$ cat config.mk
export PLATFORM = sky130hd
export DESIGN_NAME = lfclk_monitor
export DESIGN_NICKNAME = d
export VERILOG_FILES = /design/src/rtl/lfmon_pkg.sv /design/src/rtl/lfmon_sync_edge.sv /design/src/rtl/lfmon_meas.sv /design/src/rtl/lfmon_judge.sv /design/src/rtl/lfclk_monitor.sv
export SDC_FILE = /design/constraint.sdc
export NUM_CORES = 1
export LEC_CHECK = 0
export ABC_CLOCK_PERIOD_IN_PS = 6200
export CORE_MARGIN = 2
export CORE_UTILIZATION = 38
export CTS_BUF_LIST = sky130_fd_sc_hd__clkbuf_8
export CTS_CLUSTER_DIAMETER = 40
export DETAILED_ROUTE_END_ITERATION = 12
export PLACE_DENSITY = 0.72
export SLEW_MARGIN = 20
export SYNTH_ARGS = -nofsm -noshare
export SYNTH_HDL_FRONTEND = slang
export SYNTH_SLANG_ARGS = --single-unit
export TNS_END_PERCENT = 1
$ cat constraint.sdc
create_clock -name clk -period 6.2 [get_ports clk]
set_clock_uncertainty 0.15 [all_clocks]
set_input_delay 0.93 -clock clk [delete_from_list [all_inputs] [get_ports clk]]
set_output_delay 0.93 -clock clk [all_outputs]
set_load 0.02 [all_outputs]
$ cat src/rtl/lfmon_pkg.sv
package lfmon_pkg;
    localparam int STS_W      = 7;
    localparam int ST_READY   = 0;
    localparam int ST_PER_OK  = 1;
    localparam int ST_DUTY_OK = 2;
    localparam int ST_FAIL    = 3;
    localparam int ST_STALL   = 4;
    localparam int ST_VALID   = 5;
    localparam int ST_UNWELL  = 6;
    localparam int EN_W       = 3;
    localparam int EN_PER     = 0;
    localparam int EN_DUTY    = 1;
    localparam int EN_RUN     = 2;
    typedef logic [STS_W-1:0] sts_vec_t;
endpackage

$ cat src/rtl/lfmon_sync_edge.sv
module lfmon_sync_edge #(
    parameter int STAGES = 2
) (
    input  logic clk,
    input  logic rst_n,
    input  logic async_in,
    output logic lvl,
    output logic rise
);
    typedef struct packed {
        logic [STAGES-1:0] chain;
        logic              prev;
    } st_t;

    st_t s_d, s_q;

    always_comb begin
        s_d       = s_q;
        s_d.chain = {s_q.chain[STAGES-2:0], async_in};
        s_d.prev  = s_q.chain[STAGES-1];
    end

    always_ff @(posedge clk or negedge rst_n) begin
        if (!rst_n) s_q <= '0;
        else        s_q <= s_d;
    end

    assign lvl  = s_q.chain[STAGES-1];
    assign rise = lvl & ~s_q.prev;


    rise_single_cycle_chk: assert property (@(posedge clk) disable iff (!rst_n)
        rise |=> !rise);
endmodule

$ cat src/rtl/lfmon_meas.sv
module lfmon_meas #(
    parameter int CNT_W = 16
) (
    input  logic             clk,
    input  logic             rst_n,
    input  logic             clr,
    input  logic             lvl,
    input  logic             rise,
    output logic [CNT_W-1:0] per_o,
    output logic [CNT_W-1:0] hi_o,
    output logic             cap_vld,
    output logic             stall_pls
);
    localparam logic [CNT_W-1:0] CMAX = '1;
    localparam logic [CNT_W-1:0] ONE  = CNT_W'(1);

    typedef struct packed {
        logic [CNT_W-1:0] run;
        logic [CNT_W-1:0] hi;
        logic [CNT_W-1:0] per_cap;
        logic [CNT_W-1:0] hi_cap;
        logic             armed;
        logic             stalled;
        logic             vld;
        logic             stall;
    } st_t;

    st_t m_d, m_q;

    always_comb begin
        m_d       = m_q;
        m_d.vld   = 1'b0;
        m_d.stall = 1'b0;
        if (clr) begin
            m_d.run     = '0;
            m_d.hi      = '0;
            m_d.per_cap = '0;
            m_d.hi_cap  = '0;
            m_d.armed   = 1'b0;
            m_d.stalled = 1'b0;
        end else if (rise) begin
            if (m_q.armed) begin
                m_d.per_cap = m_q.run;
                m_d.hi_cap  = m_q.hi;
                m_d.vld     = 1'b1;
            end
            m_d.armed   = 1'b1;
            m_d.stalled = 1'b0;
            m_d.run     = ONE;
            m_d.hi      = ONE;
        end else begin
            if (m_q.run != CMAX) m_d.run = m_q.run + ONE;
            if (lvl && m_q.hi != CMAX) m_d.hi = m_q.hi + ONE;
            if (m_q.run == CMAX && !m_q.stalled) begin
                m_d.stall   = 1'b1;
                m_d.stalled = 1'b1;
                m_d.armed   = 1'b0;
            end
        end
    end

    always_ff @(posedge clk or negedge rst_n) begin
        if (!rst_n) m_q <= '0;
        else        m_q <= m_d;
    end

    assign per_o     = m_q.per_cap;
    assign hi_o      = m_q.hi_cap;
    assign cap_vld   = m_q.vld;
    assign stall_pls = m_q.stall;


    high_within_period_chk: assert property (@(posedge clk) disable iff (!rst_n)
        cap_vld |-> (hi_o <= per_o));


    stall_once_chk: assert property (@(posedge clk) disable iff (!rst_n)
        stall_pls |=> !stall_pls);
endmodule

$ cat src/rtl/lfmon_judge.sv
module lfmon_judge
    import lfmon_pkg::*;
#(
    parameter int CNT_W = 16,
    parameter int VAL_W = 8
) (
    input  logic             clk,
    input  logic             rst_n,
    input  logic             clr,
    input  logic [EN_W-1:0]  chk_en,
    input  logic [CNT_W-1:0] per_min,
    input  logic [CNT_W-1:0] per_max,
    input  logic [CNT_W-1:0] duty_max,
    input  logic [VAL_W-1:0] valid_min,
    input  sts_vec_t         sts_clr,
    input  logic             cap_vld,
    input  logic             stall_pls,
    input  logic [CNT_W-1:0] per_i,
    input  logic [CNT_W-1:0] hi_i,
    output logic [CNT_W-1:0] dv_o,
    output logic [VAL_W-1:0] cnt_o,
    output sts_vec_t         sts_o
);
    localparam logic [VAL_W-1:0] VMAX = '1;
    localparam logic [VAL_W-1:0] VONE = VAL_W'(1);

    typedef struct packed {
        logic [CNT_W-1:0] dv;
        logic [VAL_W-1:0] cnt;
        logic             reached;
        sts_vec_t         sts;
    } st_t;

    st_t j_d, j_q;

    logic [CNT_W-1:0] half, dv_now;
    logic             per_in, duty_in, bad;
    logic [VAL_W-1:0] cnt_inc;
    sts_vec_t         set_v;

    always_comb begin
        half    = per_i >> 1;
        dv_now  = (hi_i >= half) ? (hi_i - half) : (half - hi_i);
        per_in  = (per_i >= per_min) && (per_i <= per_max);
        duty_in = (dv_now <= duty_max);
        bad     = (chk_en[EN_PER] && !per_in) || (chk_en[EN_DUTY] && !duty_in);
        cnt_inc = (j_q.cnt == VMAX) ? j_q.cnt : j_q.cnt + VONE;
    end

    always_comb begin
        j_d   = j_q;
        set_v = '0;
        if (cap_vld) begin
            j_d.dv               = dv_now;
            set_v[ST_READY]   = 1'b1;
            set_v[ST_PER_OK]  = chk_en[EN_PER] && per_in;
            set_v[ST_DUTY_OK] = chk_en[EN_DUTY] && duty_in;
            set_v[ST_FAIL]    = bad;
            if (chk_en[EN_RUN]) begin
                if (bad) begin
                    j_d.cnt = '0;
                    if (j_q.reached) set_v[ST_UNWELL] = 1'b1;
                    j_d.reached = 1'b0;
                end else begin
                    j_d.cnt = cnt_inc;
                    if (cnt_inc == valid_min && j_q.cnt != valid_min && valid_min != '0) begin
                        set_v[ST_VALID] = 1'b1;
                        j_d.reached     = 1'b1;
                    end
                end
            end else begin
                j_d.cnt     = '0;
                j_d.reached = 1'b0;
            end
        end
        if (stall_pls) begin
            set_v[ST_STALL] = 1'b1;
            if (chk_en[EN_RUN]) begin
                j_d.cnt = '0;
                if (j_q.reached) set_v[ST_UNWELL] = 1'b1;
                j_d.reached = 1'b0;
            end
        end
        if (clr) begin
            j_d.dv      = '0;
            j_d.cnt     = '0;
            j_d.reached = 1'b0;
        end
        j_d.sts = (j_q.sts & ~sts_clr) | set_v;
    end

    always_ff @(posedge clk or negedge rst_n) begin
        if (!rst_n) j_q <= '0;
        else        j_q <= j_d;
    end

    assign dv_o  = j_q.dv;
    assign cnt_o = j_q.cnt;
    assign sts_o = j_q.sts;


    clear_only_by_write_chk: assert property (@(posedge clk) disable iff (!rst_n)
        (($past(j_q.sts) & ~j_q.sts & ~$past(sts_clr)) == '0));


    fail_needs_capture_chk: assert property (@(posedge clk) disable iff (!rst_n)
        $rose(j_q.sts[ST_FAIL]) |-> $past(cap_vld));


    valid_at_threshold_chk: assert property (@(posedge clk) disable iff (!rst_n)
        $rose(j_q.sts[ST_VALID]) |-> (j_q.cnt == valid_min));


    stall_flag_source_chk: assert property (@(posedge clk) disable iff (!rst_n)
        $rose(j_q.sts[ST_STALL]) |-> $past(stall_pls));
endmodule

$ cat src/rtl/lfclk_monitor.sv
module lfclk_monitor
    import lfmon_pkg::*;
#(
    parameter int CNT_W     = 16,
    parameter int VAL_W     = 8,
    parameter int SYNC_STGS = 2
) (
    input  logic             clk,
    input  logic             rst_n,
    input  logic             lf_clk_in,
    input  logic             count_clr,
    input  logic [2:0]       chk_en,
    input  logic [CNT_W-1:0] per_min,
    input  logic [CNT_W-1:0] per_max,
    input  logic [CNT_W-1:0] duty_max,
    input  logic [VAL_W-1:0] valid_min,
    input  logic [6:0]       irq_en,
    input  logic [6:0]       sts_clr,
    output logic [CNT_W-1:0] per_cnt,
    output logic [CNT_W-1:0] hi_cnt,
    output logic [CNT_W-1:0] duty_var,
    output logic [VAL_W-1:0] valid_cnt,
    output logic [6:0]       irq_sts,
    output logic             irq
);
    logic lf_lvl, lf_rise, cap_vld, stall_pls;
    logic [CNT_W-1:0] per_w, hi_w;

    lfmon_sync_edge #(.STAGES(SYNC_STGS)) u_sync (
        .clk(clk), .rst_n(rst_n), .async_in(lf_clk_in),
        .lvl(lf_lvl), .rise(lf_rise)
    );

    lfmon_meas #(.CNT_W(CNT_W)) u_meas (
        .clk(clk), .rst_n(rst_n), .clr(count_clr),
        .lvl(lf_lvl), .rise(lf_rise),
        .per_o(per_w), .hi_o(hi_w),
        .cap_vld(cap_vld), .stall_pls(stall_pls)
    );

    lfmon_judge #(.CNT_W(CNT_W), .VAL_W(VAL_W)) u_judge (
        .clk(clk), .rst_n(rst_n), .clr(count_clr),
        .chk_en(chk_en), .per_min(per_min), .per_max(per_max),
        .duty_max(duty_max), .valid_min(valid_min), .sts_clr(sts_clr),
        .cap_vld(cap_vld), .stall_pls(stall_pls),
        .per_i(per_w), .hi_i(hi_w),
        .dv_o(duty_var), .cnt_o(valid_cnt), .sts_o(irq_sts)
    );

    assign per_cnt = per_w;
    assign hi_cnt  = hi_w;
    assign irq     = |(irq_sts & irq_en);


    clear_zeroes_run_chk: assert property (@(posedge clk) disable iff (!rst_n)
        $past(count_clr) |-> (valid_cnt == '0 && per_cnt == '0));
endmodule

==> metrics.csv <==
metric;value;unit
status;complete, no violations;
power_density;140;mW/mm^2
antenna_cells;0;
core;0.0203;sq mm
hold_violations;0;
netlist_area;0.00788;sq mm
cts_setup_buffers;0;
grt_max_degree;63;
cts_tree;built;
p_leak;4.23;nW
h-tree-depth;3;
final_antenna_net_count;0;
numCtsBuffers;9;
synth_common_cells;dfrtp_1, inv_1, ha_1, nor2_1, buf_4;
via_per_inst;5.32;
die_w;148;microns
yosysWarnings;0;
critPathArrivalTime;5280;ps
syn_area_per_cell;8.83;sq um
yosysUniqueCellTypes;68;
setup.worst_path.class;flop to flop;
drc;0;
end_kind;flop;
crit_path_start_kind;flop;
die_area;0.0219;sq mm
clk_pin_slew;110;ps
slowest_stage;a32oi_1;
vdd_drop_max;0.116;mV
hold_buffers;0;
cp.required;6340;ps
synth.area.top_cells;dfrtp_1, ha_1, buf_4;
ios;141;
clock_latency;390;ps
total_power;1.30;mW
wire_per_inst;16.9;microns
path_cells;inv_1 > ha_1 > o21ai_0 > nor3b_1 > o21bai_1 > a32oi_1 > buf_4 > mux2i_1 > xor2_1 > ha_1 > a21o_1 > a21oi_1 > o21ai_0 > nand3_1 > a31oi_1 > a221oi_4 > o21bai_2 > a32o_1;
tightest_slew;1030;ps
yosysMostFrequentCell;dfrtp_1;
wirelength;20.9;mm
dp.final_hpwl;16.3;mm
grt_usage;19.3;%
final_max_slew_viol_count;0;
final_cells;1233;
dp.cells;1217;
fmax;0.194;GHz
nNetsFinal;1118;
relSlewSlack;31.1;%
mappedNetlistNets;1053;
cts.path.max_buffers;2;
ys.flop_type;dfrtp_1;
gr-total-overflow;0;
drive_gt1_share;4.88;%
first_pass_iters;5;
setup-tns-final;0;ps
ys_seq_area_share;32.7;%
antenna_found_initial;0;
post-route-period-util;82.9;%
ys_async_sr_fraction;100;%
vias;6558;
grt_pass1_vias;6373;
clock_sinks;103;
synth-edff-count;0;
crit_fanout;13;
min_period;5140;ps
synth_top_area_share;32.7;%
gp_congestion;0.880;
synth_top_area_cell;dfrtp_1;
syn_inst;893;
start_util;38.8;%
grt_pass1_wl;33.6;mm
area_delta_synth_final;18.1;%
holdCritPathClass;flop to flop;
drt_iter0_drc;541;
root_buffer;clkbuf_8;
placementRows;52;
ys_ff_latch;103;
ctsResizeCount;0;
setup_viol;0;
maxCapViolCount;0;
port-buffer-count;140;
slowest_delay;660;ps
die_h;148;microns
rsz0062_at_grt;no;
[registers in the layout (all words and copies together) (netlist names)]
signal	flops
u_meas.m_q	34
u_judge.dv_o	16
u_meas.hi_o	16
u_meas.per_o	16
u_judge.cnt_o	8
u_judge.sts_o	7
u_judge.j_q	1
u_meas.cap_vld	1
u_meas.stall_pls	1
u_sync.lvl	1
u_sync.s_d	1
u_sync.s_q	1
[logic make-up (layout without fill, tap and decap cells)]
group / Yosys count / after routing / share of synthesized area (%)
xor gates and xnor gates: 51 / 51 / 5.67
AOI/OAI and AO/OA: 212 / 212 / 19.4
adders and majority gates: 83 / 83 / 13.4
and+or+nand+nor: 234 / 234 / 14.5
muxes: 15 / 15 / 1.92
buffers and inverters: 195 / 265 / 12.5
DFF: 103 / 103 / 32.7
[final cells by class]
type,instances,area (sq um)
Sequential cell,103,2580
Timing Repair Buffer,148,1460
Tap cell,270,338
Fill cell,2008,11000
Clock inverter,7,90.1
Inverter,101,379
Clock buffer,9,124
Multi-Input combinational cell,595,4340
[metrics by stage]
stage | util [%] | hold slack [ps] | setup WS (ps) | instance area (sq um)
2_1_floorplan | - | 181 | 1960 | 7880
3_3_place_gp | 44.8 | 183 | 1160 | 9090
3_5_place_dp | 44.8 | 200 | 1090 | 9090
4_1_cts | 45.8 | 226 | 1080 | 9310
5_1_grt | 45.8 | 237 | 673 | 9310
6_report | 45.8 | 218 | 1060 | 9310
[where the power goes]
part / switching, mW / internal [mW]
sequential: 0.00683 / 0.677
combinational: 0.0812 / 0.0779
clock: 0.260 / 0.196
total: 0.348 / 0.952
[cells in the final DEF (no fill, tap or decap), drive strengths merged, types with 13 or more instances in the layout]
cell,n
nand3,27
a21o,20
inv,104
and3,13
xor2,26
mux2i,14
nor3,21
o21ai,36
a22o,32
nand4,18
ha,81
a21oi,52
dfrtp,103
xnor2,25
nand2,45
clkdlybuf4s50,139
nor2,78
o21a,16
[final timing paths]
kind / start / endpoint / slack, ps / depth (start not counted)
worst min-delay path: u_sync.s_d[2]$_DFF_PN0_ / u_sync.lvl$_DFF_PN0_ / 220 / 0
min in group asynchronous: rst_n / u_meas.hi_o[11]$_DFFE_PN0P_ / 450 / 1
worst max register to register: u_meas.per_o[4]$_DFFE_PN0P_ / u_judge.sts_o[6]$_DFF_PN0_ / 1060 / 18
max in group asynchronous: rst_n / u_judge.sts_o[0]$_DFF_PN0_ / 4380 / 2
worst max-delay path: u_meas.per_o[4]$_DFFE_PN0P_ / u_judge.sts_o[6]$_DFF_PN0_ / 1060 / 18
worst min register to register: u_sync.s_d[2]$_DFF_PN0_ / u_sync.lvl$_DFF_PN0_ / 220 / 0
[worst max-delay path, delay by kind of cell (launching register included)]
family	cells	cell delay [ps]
xor gates and xnor gates	1	230
DFF	1	480
AOI/OAI and AO/OA	10	2380
and+or+nand+nor	2	350
adders and majority gates	2	750
buffers and inverters	2	430
muxes	1	240
[routing by layer]
metal	GRT usage [%]	vias up	part of all wire, %
met3	3.73	25	5.4
met1	25.2	3140	44
met5	0	-	0
li1	-	3194	-
met2	32.7	199	49
met4	5.29	0	2.0
Note: power is estimated with default switching activity, not from simulation.
